<file path="src/rtl/wdk_pkg.sv">
package wdk_pkg;
   typedef enum logic [1:0] {
      KS_LOCKED,
      KS_HALF_OPEN,
      KS_OPEN,
      KS_HALF_SHUT
   } key_state_e;

   localparam logic [1:0] ADR_CTRL = 2'd0;
   localparam logic [1:0] ADR_KEY  = 2'd1;
   localparam logic [1:0] ADR_STAT = 2'd2;

   localparam int CTRL_EN_BIT  = 7;
   localparam int CTRL_CLR_BIT = 5;
   localparam int STAT_WDR_BIT = 7;
endpackage

</file>
<file path="src/rtl/wdk_keyfsm.sv">
module wdk_keyfsm
   import wdk_pkg::*;
#(
   parameter logic [7:0] KEY_A = 8'h1E,
   parameter logic [7:0] KEY_B = 8'hE1
) (
   input  logic       clk,
   input  logic       por_n,
   input  logic       key_wr,
   input  logic [7:0] key_data,
   output logic       wr_ok
);
   key_state_e state_q, state_d;

   if (KEY_A == KEY_B) begin : g_key_chk
      $error("wdk_keyfsm: the two key bytes must differ");
   end

   always_comb begin
      state_d = state_q;
      if (key_wr) begin
         unique case (state_q)
            KS_LOCKED:    state_d = (key_data == KEY_A) ? KS_HALF_OPEN : KS_LOCKED;
            KS_HALF_OPEN: state_d = (key_data == KEY_B) ? KS_OPEN : KS_LOCKED;
            KS_OPEN:      state_d = (key_data == KEY_B) ? KS_HALF_SHUT : KS_LOCKED;
            KS_HALF_SHUT: state_d = KS_LOCKED;
            default:      state_d = KS_LOCKED;
         endcase
      end
   end

   always_ff @(posedge clk or negedge por_n) begin
      if (!por_n) state_q <= KS_LOCKED;
      else        state_q <= state_d;
   end

   assign wr_ok = (state_q == KS_OPEN) || (state_q == KS_HALF_SHUT);

   // unlocking only ever follows the second unlock byte
   a_r3_open_after_key_b: assert property (@(posedge clk) disable iff (!por_n)
      $rose(wr_ok) |-> $past(key_wr && key_data == KEY_B));

   // a wrong byte while open closes the lock
   a_r4_wrong_byte_locks: assert property (@(posedge clk) disable iff (!por_n)
      (wr_ok && key_wr && key_data != KEY_B) |=> !wr_ok);
endmodule

</file>
<file path="src/rtl/wdk_counter.sv">
module wdk_counter #(
   parameter int BASE_LOG2 = 9,
   parameter int SEL_W     = 3,
   localparam int SEL_N    = 1 << SEL_W,
   localparam int CNT_W    = BASE_LOG2 + SEL_N - 1
) (
   input  logic             clk,
   input  logic             por_n,
   input  logic             run,
   input  logic             clr,
   input  logic             tick,
   input  logic [SEL_W-1:0] sel,
   output logic             expire
);
   logic [CNT_W-1:0] cnt;
   logic [SEL_N-1:0] hit;

   if (BASE_LOG2 < 1 || CNT_W > 31) begin : g_width_chk
      $error("wdk_counter: counter width out of range");
   end

   for (genvar g = 0; g < SEL_N; g++) begin : g_term
      localparam logic [CNT_W-1:0] LAST = CNT_W'((64'd1 << (BASE_LOG2 + g)) - 64'd1);
      assign hit[g] = (cnt == LAST);
   end

   assign expire = run && tick && !clr && hit[sel];

   always_ff @(posedge clk or negedge por_n) begin
      if (!por_n)                     cnt <= '0;
      else if (!run || clr || expire) cnt <= '0;
      else if (tick)                  cnt <= cnt + 1'b1;
   end

   // a disabled watchdog holds its count at zero
   a_r6_idle_zero: assert property (@(posedge clk) disable iff (!por_n)
      !run |=> (cnt == '0));

   // without a tick the count does not move
   a_r6_no_tick_hold: assert property (@(posedge clk) disable iff (!por_n)
      (run && !tick && !clr) |=> $stable(cnt));

   // clear forces a restart
   a_r7_clear_restart: assert property (@(posedge clk) disable iff (!por_n)
      clr |=> (cnt == '0));
endmodule

</file>
<file path="src/rtl/wdk_top.sv">
module wdk_top
   import wdk_pkg::*;
#(
   parameter int         BASE_LOG2 = 9,
   parameter int         SEL_W     = 3,
   parameter logic [7:0] KEY_A     = 8'h1E,
   parameter logic [7:0] KEY_B     = 8'hE1
) (
   input  logic       clk,
   input  logic       por_n,
   input  logic       tick,
   input  logic       bus_wr,
   input  logic [1:0] bus_addr,
   input  logic [7:0] bus_wdata,
   output logic [7:0] bus_rdata,
   output logic       cpu_rst_req
);
   logic             wr_ok, expire;
   logic             en_q, wdr_q, req_q;
   logic [SEL_W-1:0] sel_q;
   logic             ctrl_wr, stat_wr, key_wr, clr;

   if (SEL_W < 1 || SEL_W > 3) begin : g_sel_chk
      $error("wdk_top: period select must fit control bits 2:0");
   end

   assign key_wr  = bus_wr && (bus_addr == ADR_KEY);
   assign ctrl_wr = bus_wr && (bus_addr == ADR_CTRL) && wr_ok;
   assign stat_wr = bus_wr && (bus_addr == ADR_STAT);
   assign clr     = ctrl_wr && bus_wdata[CTRL_CLR_BIT];

   wdk_keyfsm #(.KEY_A(KEY_A), .KEY_B(KEY_B)) u_key (
      .clk      (clk),
      .por_n    (por_n),
      .key_wr   (key_wr),
      .key_data (bus_wdata),
      .wr_ok    (wr_ok)
   );

   wdk_counter #(.BASE_LOG2(BASE_LOG2), .SEL_W(SEL_W)) u_cnt (
      .clk    (clk),
      .por_n  (por_n),
      .run    (en_q),
      .clr    (clr),
      .tick   (tick),
      .sel    (sel_q),
      .expire (expire)
   );

   always_ff @(posedge clk or negedge por_n) begin
      if (!por_n) begin
         en_q  <= 1'b0;
         sel_q <= '0;
         req_q <= 1'b0;
         wdr_q <= 1'b0;
      end else begin
         req_q <= expire;
         if (expire)       en_q <= 1'b0;
         else if (ctrl_wr) en_q <= bus_wdata[CTRL_EN_BIT];
         if (ctrl_wr)      sel_q <= bus_wdata[SEL_W-1:0];
         if (expire)       wdr_q <= 1'b1;
         else if (stat_wr && !bus_wdata[STAT_WDR_BIT]) wdr_q <= 1'b0;
      end
   end

   always_comb begin
      bus_rdata = 8'h00;
      if (bus_addr == ADR_CTRL) begin
         bus_rdata[CTRL_EN_BIT] = en_q;
         bus_rdata[SEL_W-1:0]   = sel_q;
      end else if (bus_addr == ADR_STAT) begin
         bus_rdata[STAT_WDR_BIT] = wdr_q;
      end
   end

   assign cpu_rst_req = req_q;

   // reset request is a single-cycle pulse
   a_r8_single_pulse: assert property (@(posedge clk) disable iff (!por_n)
      cpu_rst_req |=> !cpu_rst_req);

   // the request comes with the cause flag set and the watchdog disarmed
   a_r8_flag_and_disarm: assert property (@(posedge clk) disable iff (!por_n)
      cpu_rst_req |-> (wdr_q && !en_q));

   // a locked control write leaves the control state alone
   a_r2_locked_ignored: assert property (@(posedge clk) disable iff (!por_n)
      (bus_wr && bus_addr == ADR_CTRL && !wr_ok && !expire) |=> ($stable(en_q) && $stable(sel_q)));

   // the cause flag only falls on a status write of 0
   a_r9_flag_sticky: assert property (@(posedge clk) disable iff (!por_n)
      $fell(wdr_q) |-> $past(bus_wr && bus_addr == ADR_STAT && !bus_wdata[STAT_WDR_BIT]));
endmodule

</file>
<file path="config.mk">
export PLATFORM = sky130hd
export DESIGN_NAME = wdk_top
export DESIGN_NICKNAME = d
export VERILOG_FILES = /design/src/rtl/wdk_pkg.sv /design/src/rtl/wdk_keyfsm.sv /design/src/rtl/wdk_counter.sv /design/src/rtl/wdk_top.sv
export SDC_FILE = /design/constraint.sdc
export NUM_CORES = 1
export LEC_CHECK = 0
export BUFFER_PORTS_ARGS = -buffer_cell sky130_fd_sc_hd__buf_4
export CAP_MARGIN = 40
export CELL_PAD_IN_SITES_DETAIL_PLACEMENT = 1
export CELL_PAD_IN_SITES_GLOBAL_PLACEMENT = 1
export CORE_MARGIN = 2
export CORE_UTILIZATION = 43
export CTS_CLUSTER_SIZE = 20
export DETAILED_ROUTE_END_ITERATION = 12
export PLACE_DENSITY_LB_ADDON = 0.08
export SLEW_MARGIN = 20
export SYNTH_ARGS = -nofsm -noshare
export SYNTH_HDL_FRONTEND = slang
export SYNTH_SLANG_ARGS = --single-unit
</file>
<file path="constraint.sdc">
create_clock -name clk -period 3.5 [get_ports clk]
set_input_delay 0.35 -clock clk [delete_from_list [all_inputs] [get_ports clk]]
set_output_delay 0.35 -clock clk [all_outputs]
set_load 0.05 [all_outputs]
</file>
* Yosys cells after proc, flatten, opt, wreduce, memory -nomap -nowiden
Index checks and enable logic that the tools add are counted.
** Storage, ports and cells
- Bits in registers :: 24
- Latch bits :: 0
- Bits in writable memories :: 0
- Memory bits (read-only) :: 0
- Input bits :: 14
- Output and inout bits :: 9
- Logic and storage cells :: 58
- Memories kept :: 0
** Cells by class
- Add/subtract/negate cells :: 1
- Multiply operators :: 0
- Div/mod/pow operators :: 0
- Magnitude comparators :: 1
- Eq/ne operators :: 15
- Shift-type cells :: 0
- Mux-type cells :: 15
- Bitwise gates (word level) :: 0
- Reductions and logical operators :: 20
** Operators with widths (count)
- two-way mux 16 bit :: 2
- adder 16 x 1 -> 16 bit (second input constant) :: 1
- equality test 16 x 10 -> 1 bit (second input constant) :: 1
- equality test 16 x 11 -> 1 bit (second input constant) :: 1
- equality test 16 x 12 -> 1 bit (second input constant) :: 1
- equality test 16 x 13 -> 1 bit (second input constant) :: 1
- equality test 16 x 14 -> 1 bit (second input constant) :: 1
- equality test 16 x 15 -> 1 bit (second input constant) :: 1
- equality test 16 bit (second input constant) :: 1
- equality test 16 x 9 -> 1 bit (second input constant) :: 1
- logical AND 1 bit :: 9
- equality test 8 x 5 -> 1 bit (second input constant) :: 1
- equality test 8 bit (second input constant) :: 1
- two-way mux 1 bit :: 8
- one-hot mux 2 bit (4 select lines) :: 1
- equality test 2 bit (second input constant) :: 3
- nonzero test 2 bit :: 3
- equality test 2 x 1 -> 1 bit (second input constant) :: 2
- zero test 2 bit :: 2
- less-than comparator 3 x 4 -> 1 bit (second input constant) :: 1
- two-way mux 2 bit :: 2
- binary-select mux 1 bit (select 3 bit) :: 1
- zero test 1 bit :: 3
- logical OR 1 bit :: 3
- two-way mux 3 bit :: 1

* Depth between registers and ports, before layout
- Word-level depth :: 9
- Mapped depth :: 7
- Mapped depth without buffers :: 6

* Modules after synthesis
From an unflattened synthesis, not the netlist that was laid out.
** Unflattened totals
- Cell total of the unflattened synthesis :: 142
- Area, all modules :: 1406.3 µm²
** Modules (own cells, without submodules)
- wdk_counter :: times used 1, cells each 96, area an instance 915.9 µm², sequential area each 400.4 µm²
- wdk_top :: times used 1, cells each 29, area an instance 337.8 µm², sequential area each 150.1 µm²
- wdk_keyfsm :: times used 1, cells each 17, area an instance 152.6 µm², sequential area each 50.0 µm²

* Least setup slack after synthesis
OpenSTA, ideal clock, no wires.
- Path type :: input -> output
- From :: input bus_addr[1]
- To :: output bus_rdata[1]
- Arrival time :: 1.664 ns
- Required time :: 3.150 ns
- Path slack :: 1.486 ns
- Stages on the path :: 2
- Buffers on the path :: 1
- Cell sequence :: buf_2 nor3b_1
** On the way
- Word-level cells in the longest chain between the ends :: 2
** RTL lines
- from (decl) :: line wdk_top.sv:13 : input logic [1:0] bus_addr,
- zero test 2 bit :: line wdk_top.sv:68 : if (bus_addr == ADR_CTRL) begin
- two-way mux 3 bit :: line wdk_top.sv:68
- to (decl) :: line wdk_top.sv:15 : output logic [7:0] bus_rdata,
Every way passes these cells.

* Worst setup path after layout
- From :: register u_cnt.cnt[0]
- To :: register u_cnt.cnt[14]
** On the way
- Word-level cells in the longest chain between the ends :: 6
- Elaborated cells between the ends (all ways) :: 16
- Classes of those cells :: add/sub: 1; eq/ne: 8; mux: 4; reduce/logical: 3
** RTL lines
- from (decl) :: line wdk_counter.sv:15 : logic [CNT_W-1:0] cnt;
- from (signal assigned) :: line wdk_counter.sv:32 : else if (tick) cnt <= cnt + 1'b1;
- equality test 16 x 9 -> 1 bit (tied with other cells) :: line wdk_counter.sv:24 : assign hit[g] = (cnt == LAST);
- binary-select mux 1 bit (select 3 bit) :: line wdk_counter.sv:27 : assign expire = run && tick && !clr && hit[sel];
- two-way mux 1 bit (not written as such) :: line wdk_counter.sv:27
- logical AND 1 bit :: line wdk_counter.sv:27
- logical OR 1 bit :: line wdk_counter.sv:31 : else if (!run || clr || expire) cnt <= '0;
- two-way mux 16 bit / nonzero test 2 bit (equally long branches)
Several ways; a longest one is shown, not always the timed one. The select of a mux whose other input is x is not followed.
A chain may end at the register's enable or synchronous reset.

==> out/summary.json <==
{
  "status": {"value": "complete, no violations"},
  "layout_worst_path_cycle_share": {"value": 0.5038},
  "path_max_fanout": {"value": 6},
  "critPathKind": {"value": "flip-flop to flip-flop"},
  "grt_overflow": {"value": 0},
  "drt_wl_total": {"value": 3.191, "unit": "mm"},
  "cts_inserted_buffers": {"value": 3},
  "yosys.area_share.xor_xnor": {"value": 0.07568},
  "rr_endpoint": {"value": "u_cnt.cnt[14]"},
  "synth_top_family_by_area": {"value": "simple AND/OR/NAND/NOR gates"},
  "clkSlewWorstSetupHoldPaths": {"value": 0.14, "unit": "ns"},
  "grt_setup_unrepaired": {"value": "no"},
  "tns": {"value": 0, "unit": "ns"},
  "hpwl": {"value": 2.423, "unit": "mm"},
  "detail_route.first_pass.iterations": {"value": 4},
  "timing.critical_path.to_type": {"value": "flip-flop"},
  "area_of_the_multi_input_gates": {"value": 729.5, "unit": "sq um"},
  "grt_pass1_wl": {"value": 5.678, "unit": "mm"},
  "grt_max_degree": {"value": 25},
  "synth-main-ff-cell": {"value": "sky130_fd_sc_hd__dfrtp_1"},
  "routed-via-count": {"value": 1145},
  "ys_async_sr_fraction": {"value": 1.000},
  "gpl.final_weighted_congestion": {"value": 0.8227},
  "fillerInstances": {"value": 374},
  "worstHoldPathType": {"value": "primary input to flip-flop"},
  "groute.usage.overall": {"value": 0.2094},
  "cts_root_buf": {"value": "sky130_fd_sc_hd__clkbuf_4"},
  "syn-cell-area": {"value": 0.001389, "unit": "sq mm"},
  "synth_enable_flop_cells": {"value": 0},
  "port_buffers": {"value": 18},
  "synth_compound_gate_area_share": {"value": 0.1162},
  "coreArea": {"value": 0.003053, "unit": "sq mm"},
  "pwr_density_cell": {"value": 329.9, "unit": "mW/mm^2"},
  "r2r_start": {"value": "u_cnt.cnt[0]"},
  "peakVddDrop": {"value": 143.5, "unit": "uV"},
  "skew": {"value": 0.002254, "unit": "ns"},
  "synthAdderAreaFrac": {"value": 0.009009},
  "fmax": {"value": 0.5672, "unit": "GHz"},
  "period_minus_slack": {"value": 1.763, "unit": "ns"},
  "path_delay_family": {"value": "simple AND/OR/NAND/NOR gates"},
  "transition_time_at_the_pin_with_the_least_slew_margin": {"value": 0.4963, "unit": "ns"},
  "die_h": {"value": 60.83, "unit": "um"},
  "seq_cells_post_synth": {"value": 24},
  "cts_tree": {"value": "built"},
  "hold_viol_final": {"value": 0},
  "antenna-diode-count": {"value": 0},
  "critical_path_required": {"value": 3.76, "unit": "ns"},
  "max-cap-violations": {"value": 0},
  "grt_pass1_vias": {"value": 1257},
  "cts_max_path_buffers": {"value": 2},
  "slew-limit-headroom": {"value": 0.6666},
  "seq_area": {"value": 600.6, "unit": "sq um"},
  "placedCellCount": {"value": 203},
  "via_per_inst": {"value": 5.505},
  "num_io_pins": {"value": 23},
  "cts_setup_buffers": {"value": 0},
  "drc_errors": {"value": 0},
  "worst_path_largest_cell_delay": {"value": 0.42, "unit": "ns"},
  "detailed_place.area": {"value": 0.001531, "unit": "sq mm"},
  "layout-drive-gt1-share": {"value": 0.2073},
  "critical_path.cell_chain": {"value": "ha_1 -> nand3_2 -> nor3_4 -> nand3_2 -> or3b_1 -> a21oi_1"},
  "timing.critical_path.depth": {"value": 6},
  "design_area": {"value": 0.001594, "unit": "sq mm"},
  "finish.cell_count_without_fillers": {"value": 208},
  "yosys_warnings": {"value": 0},
  "detail-route-antenna-nets": {"value": 0},
  "finalSetupViolations": {"value": 0},
  "critPathBufInv": {"value": 0},
  "reg2reg_setup_slack": {"value": 1.74, "unit": "ns"},
  "cp_common_cell": {"value": "sky130_fd_sc_hd__nand3_2"},
  "grt_antenna_before_repair": {"value": 0},
  "p_leak": {"value": 0.6856, "unit": "nW"},
  "final_max_slew_viol_count": {"value": 0},
  "wl_cell": {"value": 15.34, "unit": "um"},
  "fp.dieArea": {"value": 0.003700, "unit": "sq mm"},
  "synth_mux_area_frac": {"value": 0.02973},
  "die_w": {"value": 60.83, "unit": "um"},
  "initial_core_util": {"value": 0.4549},
  "detailedRoute.firstIterationViolations": {"value": 24},
  "floorplan.rows": {"value": 20},
  "worst_path_max_delay_cell": {"value": "sky130_fd_sc_hd__dfrtp_1"},
  "cts_num_sinks": {"value": 24},
  "synth_area_per_cell": {"value": 9.513, "unit": "sq um"},
  "synthSimpleGateAreaFrac": {"value": 0.2838},
  "synth.lib_cells_used.distinct": {"value": 47},
  "startpoint": {"value": "u_cnt.cnt[0]"},
  "cts_max_level": {"value": 1},
  "count_of_mapped_cells_out_of_synthesis": {"value": 146},
  "clk_latency": {"value": 0.32, "unit": "ns"},
  "area_growth_syn_to_layout": {"value": 14.77, "unit": "%"},
  "r2r_worst_path_depth": {"value": 6},
  "yosysSeqAreaShare": {"value": 0.4324},
  "worstSetupStartpointType": {"value": "flip-flop"},
  "cp_data_arrival_time": {"value": 2.02, "unit": "ns"},
  "endpoint": {"value": "u_cnt.cnt[14]"},
  "nets_final": {"value": 180}
}
routing by layer:
metal | part of all wire | vias to the layer above | track usage
met5 | 0 | - | 0
li1 | - | 547 | -
met2 | 0.52 | 9 | 0.3886
met1 | 0.45 | 585 | 0.2503
met3 | 0.015 | 4 | 0.02559
met4 | 0.012 | 0 | 0.06522
sequential cells by signal, indices dropped and copies added (netlist names):
signal,flops
cpu_rst_req,1
sel_q,3
wdr_q,1
en_q,1
u_cnt.cnt,16
u_key.state_q,2
how the worst min path moves through the flow:
stage                       from          end  slack, ns  cells past startpoint
floorplan                  por_n  cpu_rst_req       0.05                      0
global placement           por_n     sel_q[2]       0.26                      1
detailed placement         por_n     sel_q[2]       0.27                      1
CTS                 bus_wdata[0]     sel_q[0]       0.23                      3
global route        bus_wdata[0]     sel_q[0]       0.27                      3
finish              bus_wdata[0]     sel_q[0]       0.25                      3
worst register-to-register path: stages (launching register included):
cell and delay [ns]:
sky130_fd_sc_hd__dfrtp_1 0.42, sky130_fd_sc_hd__ha_1 0.22, sky130_fd_sc_hd__nand3_2 0.12, sky130_fd_sc_hd__nor3_4 0.32, sky130_fd_sc_hd__nand3_2 0.13, sky130_fd_sc_hd__or3b_1 0.36, sky130_fd_sc_hd__a21oi_1 0.13
cell usage in the layout, fill, tap and decap left out, types with 2 or more instances in the layout:
| master | count |
|---|---|
| sky130_fd_sc_hd__o21ai_0 | 4 |
| sky130_fd_sc_hd__inv_1 | 2 |
| sky130_fd_sc_hd__a21o_1 | 2 |
| sky130_fd_sc_hd__a21oi_1 | 4 |
| sky130_fd_sc_hd__nor2_1 | 21 |
| sky130_fd_sc_hd__xnor2_1 | 5 |
| sky130_fd_sc_hd__conb_1 | 4 |
| sky130_fd_sc_hd__buf_4 | 18 |
| sky130_fd_sc_hd__mux2i_1 | 3 |
| sky130_fd_sc_hd__nand4_1 | 5 |
| sky130_fd_sc_hd__o211ai_1 | 2 |
| sky130_fd_sc_hd__or3_1 | 2 |
| sky130_fd_sc_hd__nor3_1 | 3 |
| sky130_fd_sc_hd__dfrtp_1 | 24 |
| sky130_fd_sc_hd__a211oi_1 | 2 |
| sky130_fd_sc_hd__nand3_2 | 2 |
| sky130_fd_sc_hd__nand2_1 | 16 |
| sky130_fd_sc_hd__nand3_1 | 5 |
| sky130_fd_sc_hd__clkbuf_4 | 3 |
| sky130_fd_sc_hd__xor2_1 | 7 |
| sky130_fd_sc_hd__nor3b_1 | 2 |
| sky130_fd_sc_hd__nor4bb_1 | 2 |
logic make-up (layout without fill, tap and decap cells):
kind of cell / count (synthesis) / after routing
flip-flops: 24 / 24
adder cells (fa/ha/maj): 1 / 1
XOR/XNOR: 12 / 12
other: 1 / 4
multiplexers: 4 / 4
buffers and inverters: 11 / 26
AO/OA/AOI/OAI: 22 / 22
AND/OR/NAND/NOR: 71 / 71
synthesized netlist by cell type (2+ instances only):
library cell               number  area share
sky130_fd_sc_hd__dfrtp_1       24        0.43
sky130_fd_sc_hd__nor2_1        21       0.057
sky130_fd_sc_hd__nand2_1       16       0.043
sky130_fd_sc_hd__xor2_1         7       0.044
sky130_fd_sc_hd__buf_4          5       0.027
sky130_fd_sc_hd__nand3_1        5       0.018
sky130_fd_sc_hd__nand4_1        5       0.023
sky130_fd_sc_hd__xnor2_1        5       0.032
sky130_fd_sc_hd__a21oi_1        4       0.014
sky130_fd_sc_hd__o21ai_0        4       0.014
sky130_fd_sc_hd__mux2i_1        3       0.022
sky130_fd_sc_hd__nor3_1         3       0.011
sky130_fd_sc_hd__a211oi_1       2       0.011
sky130_fd_sc_hd__a21o_1         2       0.011
sky130_fd_sc_hd__buf_2          2      0.0072
sky130_fd_sc_hd__inv_1          2      0.0054
sky130_fd_sc_hd__nand3_2        2       0.014
sky130_fd_sc_hd__nor3b_1        2       0.011
sky130_fd_sc_hd__nor4bb_1       2       0.014
sky130_fd_sc_hd__o211ai_1       2       0.011
sky130_fd_sc_hd__or3_1          2      0.0090
report_power, final:
part           internal [mW]  switching (mW)
Sequential             0.277       0.0000651
Clock                  0.116          0.0879
Combinational         0.0154          0.0293
layout make-up:
| type | count | share of cell area |
|---|---|---|
| flip-flops and latches | 24 | 0.3768 |
| clock inverters | 1 | 0.01884 |
| inverters | 3 | 0.007064 |
| clock buffers | 3 | 0.01413 |
| well taps | 44 | 0.03454 |
| multi-input cells | 114 | 0.4576 |
| repair buffers | 19 | 0.09105 |
metrics by stage:
step,setup slack (ns),power [mW],hold WS (ns),util
after floorplan,1.486,0.3082,0.05441,-
after global placement,1.818,0.3256,0.2642,0.5016
after detailed placement,1.745,0.3267,0.2703,0.5016
after CTS,1.720,0.5358,0.2303,0.5221
after global routing,1.534,0.5476,0.2665,0.5221
final,1.737,0.5259,0.2494,0.5221
what timing repair did:
| action | 4_1_cts | 5_1_grt |
|---|---|---|
| hold endpoints to repair | 24 | 0 |
| gates resized for setup | 0 | 0 |
| hold buffers | 1 | 0 |
No activity file was read; power rests on OpenSTA's default activity.
